**src/rtl/mohr_pkg.sv**
```systemverilog
// Package: shared constants and types of the modified one-hot ring.
// Assumes: the state count is at least 3, so the state vector is at least two bits wide.
package mohr_pkg;
    localparam int unsigned MOHR_STATES_DFLT = 8;

    typedef struct packed {
        logic empty;   // no bit set
        logic crowded; // two or more bits set
    } mohr_health_t;
endpackage

```
**src/rtl/mohr_advance.sv**
```systemverilog
// mohr_advance: next-state logic of the ring.
// An advance shifts the vector up one place; an all-zero vector reinjects a one
// at the bottom. The injection mask is XORed onto the result.
// Assumes: W >= 2.
module mohr_advance #(
    parameter int unsigned W = 7
) (
    input  logic [W-1:0] cur_i,
    input  logic         adv_i,
    input  logic [W-1:0] flip_i,
    output logic [W-1:0] nxt_o
);
    logic         refill;
    logic [W-1:0] stepped;

    // Pick the advanced or held vector, then apply injected flips.
    always_comb begin
        refill  = ~|cur_i;
        stepped = adv_i ? {cur_i[W-2:0], refill} : cur_i;
        nxt_o   = stepped ^ flip_i;
    end
endmodule

```
**src/rtl/mohr_health.sv**
```systemverilog
// mohr_health: classifies the state vector as empty, single or multi-hot.
// Assumes: purely combinational; the consumer registers nothing from it.
module mohr_health #(
    parameter int unsigned W = 7
) (
    input  logic [W-1:0]          vec_i,
    output mohr_pkg::mohr_health_t hl_o
);
    // Empty test, and a multi-hot test that clears the lowest set bit.
    always_comb begin
        hl_o.empty   = (vec_i == '0);
        hl_o.crowded = |(vec_i & (vec_i - W'(1)));
    end
endmodule

```
**src/rtl/mohr_decode.sv**
```systemverilog
// mohr_decode: turns the state vector into one strobe per state.
// Assumes: the health input comes from the same vector; a crowded vector silences every strobe.
module mohr_decode #(
    parameter int unsigned N = 8,
    localparam int unsigned W = N - 1
) (
    input  logic [W-1:0]           vec_i,
    input  mohr_pkg::mohr_health_t hl_i,
    output logic [N-1:0]           strobe_o
);
    // Home strobe comes from the empty flag.
    always_comb strobe_o[0] = hl_i.empty & ~hl_i.crowded;

    genvar g;
    generate
        for (g = 1; g < N; g++) begin : g_stb
            // Each later strobe follows one state bit, gated by the crowded flag.
            always_comb strobe_o[g] = vec_i[g-1] & ~hl_i.crowded;
        end
    endgenerate
endmodule

```
**src/rtl/mohr_ring.sv**
```systemverilog
// mohr_ring: eight-state (by default) modified one-hot ring with lockup recovery.
// The home state is all zero. A NOR refill restores a lost token, and extra ones
// shift out on their own. flip_i exists only for fault injection.
// Assumes: synchronous active-low reset; NUM_STATES >= 3.
module mohr_ring #(
    parameter int unsigned NUM_STATES = mohr_pkg::MOHR_STATES_DFLT,
    localparam int unsigned W = NUM_STATES - 1
) (
    input  logic                  clk,
    input  logic                  rst_n,
    input  logic                  adv_i,
    input  logic [W-1:0]          flip_i,
    output logic [W-1:0]          state_o,
    output logic [NUM_STATES-1:0] strobe_o,
    output logic                  zero_o,
    output logic                  multi_o
);
    logic [W-1:0]           q;
    logic [W-1:0]           q_nxt;
    mohr_pkg::mohr_health_t hl;

    mohr_advance #(.W(W)) u_adv (
        .cur_i (q),
        .adv_i (adv_i),
        .flip_i(flip_i),
        .nxt_o (q_nxt)
    );

    mohr_health #(.W(W)) u_hl (
        .vec_i(q),
        .hl_o (hl)
    );

    mohr_decode #(.N(NUM_STATES)) u_dec (
        .vec_i   (q),
        .hl_i    (hl),
        .strobe_o(strobe_o)
    );

    // State register, cleared by the synchronous reset.
    always_ff @(posedge clk) begin
        if (!rst_n) q <= '0;
        else        q <= q_nxt;
    end

    // Drive the outputs.
    always_comb begin
        state_o = q;
        zero_o  = hl.empty;
        multi_o = hl.crowded;
    end

    // an empty ring refills its bottom stage.
    a_r2_refill: assert property (@(posedge clk) disable iff (!rst_n)
        (adv_i && zero_o && flip_i == '0) |=> (state_o == W'(1)));

    // the top bit wraps the ring back home.
    a_r4_wrap: assert property (@(posedge clk) disable iff (!rst_n)
        (adv_i && state_o == (W'(1) << (W-1)) && flip_i == '0) |=> zero_o);

    // with no advance and no flip, the state holds.
    a_r5_hold: assert property (@(posedge clk) disable iff (!rst_n)
        (!adv_i && flip_i == '0) |=> $stable(state_o));

    // at most one strobe is active.
    a_r8_onehot: assert property (@(posedge clk) disable iff (!rst_n)
        $onehot0(strobe_o));

    // a crowded vector keeps every strobe low.
    a_r8_gate: assert property (@(posedge clk) disable iff (!rst_n)
        multi_o |-> (strobe_o == '0));

    // a multi-hot vector is shifted, not corrected.
    a_r9_shift: assert property (@(posedge clk) disable iff (!rst_n)
        (adv_i && multi_o && flip_i == '0) |=> (state_o == {$past(state_o[W-2:0]), 1'b0}));

    // the two flags are never set together.
    a_r7_excl: assert property (@(posedge clk) disable iff (!rst_n)
        !(zero_o && multi_o));
endmodule

```
**config.mk**
```make
export PLATFORM = sky130hd
export DESIGN_NAME = mohr_ring
export DESIGN_NICKNAME = d
export VERILOG_FILES = /design/src/rtl/mohr_pkg.sv /design/src/rtl/mohr_advance.sv /design/src/rtl/mohr_health.sv /design/src/rtl/mohr_decode.sv /design/src/rtl/mohr_ring.sv
export SDC_FILE = /design/constraint.sdc
export NUM_CORES = 1
export LEC_CHECK = 0
export ABC_AREA = 1
export CAP_MARGIN = 0
export CORE_MARGIN = 2
export CORE_UTILIZATION = 38
export CTS_CLUSTER_DIAMETER = 60
export CTS_CLUSTER_SIZE = 8
export DETAILED_ROUTE_END_ITERATION = 6
export GPL_TIMING_DRIVEN = 1
export PLACE_DENSITY = 0.89
export SLEW_MARGIN = 20
export SYNTH_ARGS = -nofsm -noshare
export SYNTH_HDL_FRONTEND = slang
export SYNTH_HIERARCHICAL = 1
export SYNTH_SLANG_ARGS = --single-unit
```
**constraint.sdc**
```tcl
create_clock -name clk -period 1.8 [get_ports clk]
set_clock_uncertainty 0.1 [all_clocks]
set_input_delay 0.36 -clock clk [delete_from_list [all_inputs] [get_ports clk]]
set_output_delay 0.36 -clock clk [all_outputs]
set_load 0.03 [all_outputs]
```
==> results.md <==
- Grt peak-use layer: met2
- Post-synth ARST share: 0
- GR Util met2: 0.328
- Global route overflow: 0
- Critical Path Most Common Cell: nor2_4
- WP buf/inv: 1
- Sequential share of the synthesized area: 0.260
- Wire per inst: about 9.9 um
- Antenna-violating nets left: 0
- Die W: between 40 and 50 um
- Synth top area share: 0.260
- Worst VDD drop: about 0.00046 V
- Synth top area cells: dfxtp_1 26%, nand2_1 20%, inv_1 17%, nor2_1 8.4%, xor2_1 8.1%
- Worst-Skew Late Latency: around 0.26 ns
- Max_slew headroom: 0.791
- Hold Crit Depth: 5
- Failing checks: setup timing
- Placed insts: roughly 130
- CTS root buffer: clkbuf_4
- Status: finished with violations
- CP startpoint kind: flop
- Post-synthesis cell count: a little over 90
- CP max stage delay: between 0.3 and 0.4 ns
- Hold Path End: state_o[2]$_SDFF_PN0_
- Critical-path cell list: nor2_4, nand2_2, o21ai_4, nand3_4, nor2_4, buf_6
- H-Tree Depth: 1
- Post-Syn Nets: between 100 and 150
- Diodes inserted: 0
- Worst Max-Slew Pin Slew: around 0.31 ns
- CP Max Fanout: 5
- Finished Layout Cells: 140
- Layout net count: around 140
- Initial Utilization: 0.409
- GRT Total Usage: 0.179
- Share of layout cells above drive strength 1: 0.368
- Post-synth EDFFs: 0
- Syn. warnings: 6
- Maxcap violations: 0
- Slowest CP cell: dfxtp_4
- Unrepaired setup endpoints after global routing: true
- Largest net degree at the start of global routing: 9
- Post-synthesis cell type count: 13
- Final number of hold-violating endpoints: 0
- Clk buf depth: 2
- Core Util, Final: 0.751
- PortBufs: 26
- Die ar.: roughly 1700 sq um
- Reg2reg end: state_o[0]$_SDFF_PN0_
- Leading area contributor after synthesis: dfxtp_1
- R2r worst-path depth: 7
- Via/cell ratio: 4.49
- DRC: 0
- Yosys reg bits: 7
- Fin crit period: 1.96 ns
- Initial antenna violation count: 0
- Met1 Usage GRT: 0.190
- Slew Viols, Final: 0
- M3 GR Usage: 0.0304
- Num CTS Buffers: 3
- Die height: 41.7 um
- Setup ws final: -0.163 ns
- Worst hold slack: 0.613 ns
- Delay-heaviest family, CP: simple AND/OR/NAND/NOR gates
- Leak: 0.000519 uW
- Fmax: 0.509 GHz
- Core area: ~1300 sq um
- Fillcell total: 105
- I/O Pins: 27
- Area Overhead vs Synth: 83.5%
- Setup Viol. Count Final: 9
- Worst endpoint required time: 1.34 ns
- Mapped cell area: about 540 sq um
- Cell Rows: 13
- Hold_sp: state_o[1]$_SDFF_PN0_
- Post-DP HPWL: between 1 and 1.5 mm
- Gpl congestion: roughly 0.8
- Endpoint type of the worst setup path: primary output
- WS Path Type: reg2out
- RR Startpoint: state_o[0]$_SDFF_PN0_
- Top FF cell, synth: dfxtp_1
- Total power: about 800 uW
- First-pass GRT wire length: 2.39 mm
- Clock slew at reported path FFs: 0.05 ns
- Max reg flops: 7
- Clock tree from TritonCTS: built
- Drt first pass iters: 4
- Cell with the most instances after synthesis: nand2_1
- Final worst path period share: 1.09
- Vias in the first global route: just under 600
- Reg-to-reg slack, setup: 0.51 ns
- Synthesized area per cell: around 5.8 sq um
- Synth cell count leaders: 29 x nand2_1, 24 x inv_1, 12 x nor2_1, 7 x dfxtp_1, 5 x xor2_1
- Clk sinks: 7
- PD cells: slightly above 800 nW/um^2
- Type of the most critical hold path: reg2reg
- DRT iter0 DRCs: 7
- Routed via count: 629
- Drt total wl: around 1.4 mm
- CP arrival: roughly 1.5 ns
final cells by class:
type / instances / area (sq um) / area share
well taps: 15 / 18.8 / 0.0190
clock buffers: 4 / 26.3 / 0.0265
flip-flops and latches: 7 / 150 / 0.152
repair buffers: 29 / 287 / 0.290
inverters: 24 / 92.6 / 0.0936
multi-input cells: 61 / 415 / 0.420
worst min-delay path, stage by stage, from the launching register on:
cell	delay (ns)
dfxtp_2	0.39
nand2_1	0.08
o21ai_2	0.06
xor2_1	0.06
nand2_1	0.06
inv_1	0.03
cells in the final DEF (no fill, tap or decap), types with 2 or more instances in the layout:
master / instances
inv_1: 23
dfxtp_2: 5
nor2_1: 3
clkdlybuf4s50_1: 9
xor2_1: 5
nand2_1: 25
buf_4: 4
nor2_4: 10
o21ai_2: 3
nand3_4: 2
clkbuf_4: 3
dlygate4sd2_1: 6
nand2_2: 4
o21ai_1: 2
buf_6: 9
metal layers:
| layer | share of wire | routed length, um | up-vias |
|---|---|---|---|
| li1 | - | - | 332 |
| met1 | 0.39 | 535 | 268 |
| met2 | 0.55 | 762 | 27 |
| met3 | 0.055 | 77 | 2 |
| met4 | 0.0086 | 12 | 0 |
| met5 | 0 | 0 | - |
where the power goes:
group | leakage, uW | internal, uW | total (uW) | switching, uW
Clock | 0.0000150 | 85.0 | 149 | 63.8
Combinational | 0.000444 | 176 | 453 | 277
Sequential | 0.0000602 | 176 | 208 | 32.5
worst max path at each step:
stage,start,endpoint,slack [ns],depth (start not counted)
floorplan,state_o[4]$_SDFF_PN0_,strobe_o[0],0.002,5
global placement,state_o[0]$_SDFF_PN0_,strobe_o[2],0.07,8
detailed placement,state_o[0]$_SDFF_PN0_,strobe_o[6],0.02,8
CTS,state_o[0]$_SDFF_PN0_,strobe_o[6],-0.16,8
global route,state_o[0]$_SDFF_PN0_,strobe_o[7],-0.24,6
finish,state_o[0]$_SDFF_PN0_,strobe_o[5],-0.16,6
metrics by stage:
| step | setup WS, ns | instance area [sq um] | setup TNS (ns) |
|---|---|---|---|
| final | -0.163 | 990 | -1.09 |
| after global routing | -0.242 | 990 | -1.80 |
| after detailed placement | 0.0162 | 870 | 0 |
| after global placement | 0.0701 | 870 | 0 |
| after floorplan | 0.00161 | 627 | 0 |
| after CTS | -0.155 | 980 | -1.17 |
cell families after synthesis:
family	synth area share
XOR/XNOR	0.0974
buffers and inverters	0.209
flip-flops	0.260
AND/OR/NAND/NOR	0.348
AO/OA/AOI/OAI	0.0858
repair_timing:
| item | CTS | global route |
|---|---|---|
| gates cloned | 1 | 0 |
| hold buffers | 0 | 0 |
| pin swaps | 3 | 5 |
| buffers inserted | 1 | 0 |
| endpoints found under the setup margin | 12 | 10 |
| resized for setup | 26 | 4 |
(Power assumes the default switching activity.)
